<file path="config.mk">
export PLATFORM = sky130hd
export DESIGN_NAME = ide_pio_strobe_gen
export DESIGN_NICKNAME = d
export VERILOG_FILES = /design/src/rtl/pio_strobe_pkg.sv /design/src/rtl/pio_sync2.sv /design/src/rtl/pio_timing_bank.sv /design/src/rtl/ide_pio_strobe_gen.sv
export SDC_FILE = /design/constraint.sdc
export NUM_CORES = 1
export LEC_CHECK = 0
export BUFFER_PORTS_ARGS = -buffer_cell sky130_fd_sc_hd__buf_4
export CORE_MARGIN = 2
export CORE_UTILIZATION = 30
export DETAILED_ROUTE_END_ITERATION = 12
export GPL_TIMING_DRIVEN = 0
export SLEW_MARGIN = 20
export SYNTH_ARGS = -nofsm -noshare
export SYNTH_HDL_FRONTEND = slang
export SYNTH_SLANG_ARGS = --single-unit
</file>
<file path="constraint.sdc">
create_clock -name clk -period 3.7 [get_ports clk]
set_input_delay 0.925 -clock clk [delete_from_list [all_inputs] [get_ports clk]]
set_output_delay 0.925 -clock clk [all_outputs]
set_load 0.03 [all_outputs]
</file>
<file path="src/rtl/pio_strobe_pkg.sv">
package pio_strobe_pkg;

    localparam int WORD_W  = 16;
    localparam int ACT_LSB = 8;
    localparam int ACT_W   = 4;
    localparam int REC_LSB = 0;
    localparam int REC_W   = 6;
    localparam int RDY_BIT = 6;
    localparam int CNT_W   = (ACT_W > REC_W) ? ACT_W : REC_W;

    localparam logic [WORD_W-1:0] USED_MASK =
        WORD_W'(((1 << ACT_W) - 1) << ACT_LSB) |
        WORD_W'(((1 << REC_W) - 1) << REC_LSB) |
        WORD_W'(1 << RDY_BIT);

    typedef enum logic [1:0] {
        ST_IDLE,
        ST_ACTIVE,
        ST_RECOVER,
        ST_FINISH
    } pio_state_e;

    typedef struct packed {
        logic             rdy_en;
        logic [ACT_W-1:0] act_m1;
        logic [REC_W-1:0] rec_m1;
    } pio_timing_t;

endpackage

</file>
<file path="src/rtl/pio_sync2.sv">
module pio_sync2 #(
    parameter logic RESET_VAL = 1'b1
) (
    input  logic clk,
    input  logic rst_n,
    input  logic d,
    output logic q
);
    logic meta_q;

    always_ff @(posedge clk or negedge rst_n) begin
        if (!rst_n) begin
            meta_q <= RESET_VAL;
            q      <= RESET_VAL;
        end else begin
            meta_q <= d;
            q      <= meta_q;
        end
    end
endmodule

</file>
<file path="src/rtl/pio_timing_bank.sv">
module pio_timing_bank
    import pio_strobe_pkg::*;
#(
    parameter int                NUM_DRIVES = 2,
    parameter int                DRV_W      = 1,
    parameter logic [WORD_W-1:0] SLOW_WORD  = 16'h050D
) (
    input  logic              clk,
    input  logic              rst_n,
    input  logic              we,
    input  logic [DRV_W-1:0]  wsel,
    input  logic [WORD_W-1:0] wdata,
    input  logic [DRV_W-1:0]  rsel,
    input  logic              wide_mode,
    output pio_timing_t       timing
);
    logic [WORD_W-1:0] words [NUM_DRIVES];
    logic [WORD_W-1:0] picked;
    logic [WORD_W-1:0] chosen;
    logic              unused_spare;

    for (genvar d = 0; d < NUM_DRIVES; d++) begin : g_word
        always_ff @(posedge clk or negedge rst_n) begin
            if (!rst_n) begin
                words[d] <= SLOW_WORD;
            end else if (we && (wsel == DRV_W'(d))) begin
                words[d] <= wdata;
            end
        end
    end

    always_comb begin
        picked = SLOW_WORD;
        for (int d = 0; d < NUM_DRIVES; d++) begin
            if (rsel == DRV_W'(d)) begin
                picked = words[d];
            end
        end
    end

    assign chosen        = wide_mode ? picked : SLOW_WORD;
    assign timing.rdy_en = chosen[RDY_BIT] & wide_mode;
    assign timing.act_m1 = chosen[ACT_LSB +: ACT_W];
    assign timing.rec_m1 = chosen[REC_LSB +: REC_W];
    assign unused_spare  = ^(chosen & ~USED_MASK);
endmodule

</file>
<file path="src/rtl/ide_pio_strobe_gen.sv">
module ide_pio_strobe_gen
    import pio_strobe_pkg::*;
#(
    parameter int                NUM_DRIVES = 2,
    parameter logic [WORD_W-1:0] SLOW_WORD  = 16'h050D,
    localparam int               DRV_W      = (NUM_DRIVES > 1) ? $clog2(NUM_DRIVES) : 1
) (
    input  logic              clk,
    input  logic              rst_n,
    input  logic              cfg_we,
    input  logic [DRV_W-1:0]  cfg_drive,
    input  logic [WORD_W-1:0] cfg_word,
    input  logic              wide_mode,
    input  logic              req,
    input  logic [DRV_W-1:0]  drive_sel,
    input  logic              wr,
    input  logic              iordy,
    output logic              dior_n,
    output logic              diow_n,
    output logic              done
);
    pio_state_e       state_q, state_d;
    logic [CNT_W-1:0] cnt_q, cnt_d;
    logic             wr_q, wr_d;
    logic             rdy_en_q, rdy_en_d;
    logic [REC_W-1:0] rec_q, rec_d;
    pio_timing_t      sel_tim;
    logic             rdy_s;

    pio_timing_bank #(
        .NUM_DRIVES (NUM_DRIVES),
        .DRV_W      (DRV_W),
        .SLOW_WORD  (SLOW_WORD)
    ) u_bank (
        .clk       (clk),
        .rst_n     (rst_n),
        .we        (cfg_we),
        .wsel      (cfg_drive),
        .wdata     (cfg_word),
        .rsel      (drive_sel),
        .wide_mode (wide_mode),
        .timing    (sel_tim)
    );

    pio_sync2 #(.RESET_VAL(1'b1)) u_rdy_sync (
        .clk   (clk),
        .rst_n (rst_n),
        .d     (iordy),
        .q     (rdy_s)
    );

    // State register
    always_ff @(posedge clk or negedge rst_n) begin
        if (!rst_n) begin
            state_q  <= ST_IDLE;
            cnt_q    <= '0;
            wr_q     <= 1'b0;
            rdy_en_q <= 1'b0;
            rec_q    <= '0;
        end else begin
            state_q  <= state_d;
            cnt_q    <= cnt_d;
            wr_q     <= wr_d;
            rdy_en_q <= rdy_en_d;
            rec_q    <= rec_d;
        end
    end

    // Next state
    always_comb begin
        state_d  = state_q;
        cnt_d    = cnt_q;
        wr_d     = wr_q;
        rdy_en_d = rdy_en_q;
        rec_d    = rec_q;
        unique case (state_q)
            ST_IDLE: begin
                if (req) begin
                    state_d  = ST_ACTIVE;
                    cnt_d    = CNT_W'(sel_tim.act_m1);
                    wr_d     = wr;
                    rdy_en_d = sel_tim.rdy_en;
                    rec_d    = sel_tim.rec_m1;
                end
            end
            ST_ACTIVE: begin
                if (cnt_q != '0) begin
                    cnt_d = cnt_q - 1'b1;
                end else if (!(rdy_en_q && !rdy_s)) begin
                    state_d = ST_RECOVER;
                    cnt_d   = CNT_W'(rec_q);
                end
            end
            ST_RECOVER: begin
                if (cnt_q != '0) begin
                    cnt_d = cnt_q - 1'b1;
                end else begin
                    state_d = ST_FINISH;
                end
            end
            ST_FINISH: begin
                state_d = ST_IDLE;
            end
        endcase
    end

    // Outputs
    always_comb begin
        dior_n = 1'b1;
        diow_n = 1'b1;
        done   = 1'b0;
        unique case (state_q)
            ST_ACTIVE: begin
                dior_n = wr_q;
                diow_n = !wr_q;
            end
            ST_FINISH:  done = 1'b1;
            ST_IDLE, ST_RECOVER: ;
        endcase
    end
endmodule

</file>
# Yosys cells after proc, flatten, opt, wreduce, memory -nomap -nowiden
# Cells that the tools add are included.
# totals
ff_bits	42
in_bits	25
elab_cells	47
# classes
addsub	1
n_eq_ne	9
muxes	15
bitwise_logic	2
n_reduce_logical	11
# ops
op	n
$mux W12	2
$mux W6	4
$pmux W6 S3	1
$ne A2 B2 Y1 const B	5
$mux W2	4
$pmux W2 S4	1
$reduce_and A4 Y1	2
$reduce_bool A6 Y1	1
$sub A6 B1 Y6 const B	1
$eq A2 B2 Y1 const B	2
$logic_and A1 B1 Y1	3
$mux W1	3
$ne A3 B3 Y1 const B	1
$reduce_bool A3 Y1	1
$eq A2 B1 Y1 const B	1
$logic_not A1 Y1	2
$logic_not A2 Y1	1
$reduce_and A2 Y1	1
$and A1 B1 Y1	1
$not A1 Y1	1

# Depth between registers and ports, before layout
# depth
word_depth	5
ltp_mapped	9
ltp_nobuf	7

# Modules after synthesis
# A second synthesis with hierarchy kept.
# unflattened
hier_cells	171
area_unflattened_um2	2112.0
# modules_own_cells
mod	instances	cells_each	area_per_inst_um2	seq_area_each_um2
pio_timing_bank	1	72	1068.5	563.0
ide_pio_strobe_gen	1	97	991.0	400.4
pio_sync2	1	2	52.6	52.6

# Least setup slack after synthesis
# OpenSTA, ideal clock, no wires.
# synth_timing
path_type	reg2out
start	register state_q[1]
end	output diow_n
arrival_ns	1.140
t_required_ns	2.775
path_slack_ns	1.635
stages_incl_launch_ff	5
path_buffers	1
path_cell_list	dfrtp_1 > inv_1 > ha_1 > clkbuf_1 > nand2_1
# synth_between
elab_chain_cells	2
# synth_lines
item	line_no	rtl
start, declared	ide_pio_strobe_gen.sv:22	pio_state_e state_q, state_d;
start signal, assigned	ide_pio_strobe_gen.sv:61	state_q <= state_d;
$eq A2 B1 Y1	ide_pio_strobe_gen.sv:112	unique case (state_q)
$mux W1	ide_pio_strobe_gen.sv:112	
end, declared	ide_pio_strobe_gen.sv:19	output logic diow_n,
# Every way passes these cells.

# Worst setup path after layout
# Same ends and word-level chain as after synthesis.

==> impl_metrics.ini <==
[status]
status = complete, no violations

[clock_network]
cts_buffer_depth = 2
clk_latency_ns = 0.29
cts_buffers = 5
cts_root_buffer = clkbuf_8
h-tree-depth = 2
cts_resized = 0
cts.sinks = 40
cts_tree = done
postCtsSetupRepairBufs = 0
clkTransAtPathRegs_ns = 0.07
postCtsHoldBufs = 0

[sta]
finalCritPeriodShare_pct = 69.1
rsz0062_at_grt = no
fmax_ghz = 0.391
drv_slew = 0
worstMarginPinSlew_ns = 0.758
setup_viol = 0
hold_violations = 0
relSlewSlack_pct = 49.5
fin_skew_ns = 0.00455
period_needed_ns = 2.56
fin_setup_tns_ns = 0

[global_routing]
first_global_vias = 1290
use_met3_pct = 3.89
globalRoute.busiestLayer = met2
antenna_found_initial = 0
grt_max_degree = 41
gr-usage-met2_pct = 16.8
use_met1_pct = 14.2
grt_pass1_wl_um = 6150
grt.overflow.total = 0
grt_use_total_pct = 10.9

[pwr]
p_leak_uw = 0.00105
ir_drop_v = 0.000304
p_per_area_nw_per_um2 = 749

[synth]
synth_top_area_cell = dfrtp_1
synth_adder_area_share_pct = 4.41
synth_edf_count = 0
synth.area.mux_share_pct = 19.6
synthFlopType = dfrtp_1
avgSynthCellArea_sq_um = 11.7
netlist_instances = 170
synth-simple-area-share_pct = 9.32
synth_most_common_cell = dfrtp_1
synth_nets = 202
synth_area_leaders = dfrtp_1 (35%), dfstp_2 (16%), mux2_2 (13%), mux2i_1 (6.5%), ha_1 (4.4%)
ys_seq_area_share_pct = 51.1
synth_compound_area_share_pct = 11.9
synth_top_family_by_area = multiplexers
yosys_warnings = 0
synth_async_sr_flop_share_pct = 100
synthDistinctLibCells = 40
synth-xor-area-share_pct = 0.441
synth_top_area_share_pct = 35.3
ys_seq_elements = 40
synth_commonest_cells = dfrtp_1 (28), mux2_2 (23), nand2_1 (15), a21oi_1 (13), mux2i_1 (13)
synth_area_sq_um = 1990

[drt]
via_per_inst = 4.89
drc = 0
drt_iter0_drc = 61
wl_per_cell_um = 13.5
vias = 1355
drt_first_pass_iters = 4
ant_nets = 0
wl_um = 3740

[die]
die-area_sq_um = 7290
core_area_sq_um = 6390
rows = 29
die_w_um = 85.4
pin_count = 28
die_h_um = 85.4
start_util_pct = 31.1

[place]
dp_cells = 269
dp.final_hpwl_um = 2720
gp_congestion = 0.816
io_buffer_count = 22

[finish]
drive_gt1_share_pct = 36.5
final_cells = 277
num-nets-final = 231
n_antenna_cell = 0
area_delta_synth_final_pct = 19.8

[worst_setup_path]
required_ns = 2.77
end_kind = output pin
worstSetupPathType = register to output pin
cp-startpoint = state_q[1]$_DFFE_PN0P_
crit_path_max_fanout = 10
cp.arrival_ns = 1.63
r2r-start = cnt_q[0]$_DFFE_PN0P_
critPathLaunchType = register

[worst_hold_path]
hp-class = register to register
hold_start = u_rdy_sync.meta_q$_DFF_PN1_

[job]
maxCapViolations = 0
-- flip-flops by register name, indices dropped and copies added, names as in the netlist --
signal and flops:
rec_q 6, state_q 2, cnt_q 6, u_bank.words 22
u_rdy_sync.q 1, u_rdy_sync.meta_q 1, wr_q 1, rdy_en_q 1
-- where the power goes --
group / switching (uW) / internal [uW] / leakage [uW]
clock: 152 / 270 / 0.0000654
sequential: 84.0 / 564 / 0.000462
combinational: 382 / 333 / 0.000520
total: 618 / 1170 / 0.00105
-- layer usage --
layer / routed length, um / up-vias
met1: 1730 / 660
li1: - / 664
met5: 0 / -
met2: 1780 / 29
met4: 33 / 0
met3: 188 / 2
-- final timing paths --
kind | to | slack (ns) | cells after the start
min in group asynchronous | cnt_q[5]$_DFFE_PN0P_ | 0.59 | 1
worst min-delay path | u_rdy_sync.q$_DFF_PN1_ | 0.36 | 0
worst min register to register | u_rdy_sync.q$_DFF_PN1_ | 0.36 | 0
worst max register to register | cnt_q[0]$_DFFE_PN0P_ | 1.61 | 8
max in group asynchronous | u_bank.words[26]$_DFFE_PN1P_ | 2.74 | 1
worst max-delay path | diow_n | 1.14 | 5
-- kinds of logic after synthesis --
kind of cell    Yosys count
compound gates           36
fa+ha+maj                 7
simple gates             37
mux                      36
xor+xnor                  1
flops                    40
buf+inv                  13
-- final cells by class --
class                   count  area (sq um)
inverters                   7          26.3
repair buffers             22           165
multi-input cells         117           907
fillers                   643          4010
flip-flops and latches     40          1020
clock inverters             2          60.1
clock buffers               6          72.6
well taps                  77          96.3
plain buffers               6          37.5
-- worst max-delay path: stages, from the launching register on --
cell	delay, ns
dfrtp_1	0.42
inv_1	0.15
ha_1	0.16
clkbuf_1	0.34
nand2_1	0.10
buf_4	0.18
-- per-stage QoR --
stage | setup WS [ns] | area [sq um] | hold slack, ns | utilization, % | total power (uW)
2_1_floorplan | 1.64 | 1990 | 0.345 | - | 1200
4_1_cts | 1.12 | 2380 | 0.363 | 37.3 | 1800
6_report | 1.14 | 2380 | 0.363 | 37.3 | 1780
5_1_grt | 1.03 | 2380 | 0.367 | 37.3 | 1930
3_3_place_gp | 1.37 | 2250 | 0.350 | 35.2 | 1370
3_5_place_dp | 1.37 | 2250 | 0.349 | 35.2 | 1380
-- cells in the final DEF (no fill, tap or decap), types with 2 or more instances in the layout --
master     Yosys  routed
bufinv_16      0       2
clkbuf_1       2       3
o21ai_0        8       8
ha_1           7       7
nand2_1       15      15
a21oi_1       13      13
buf_1          2       2
a31oi_1        2       2
buf_4          0      22
mux2i_1       13      13
nor2b_1        2       2
nor2_1         8       8
buf_6          2       2
dfstp_2       12      12
mux2_2        23      23
dfrtp_1       28      28
inv_1          7       7
nand3_1        2       2
clkbuf_8       0       5
No activity file was read; power rests on OpenSTA's default activity.
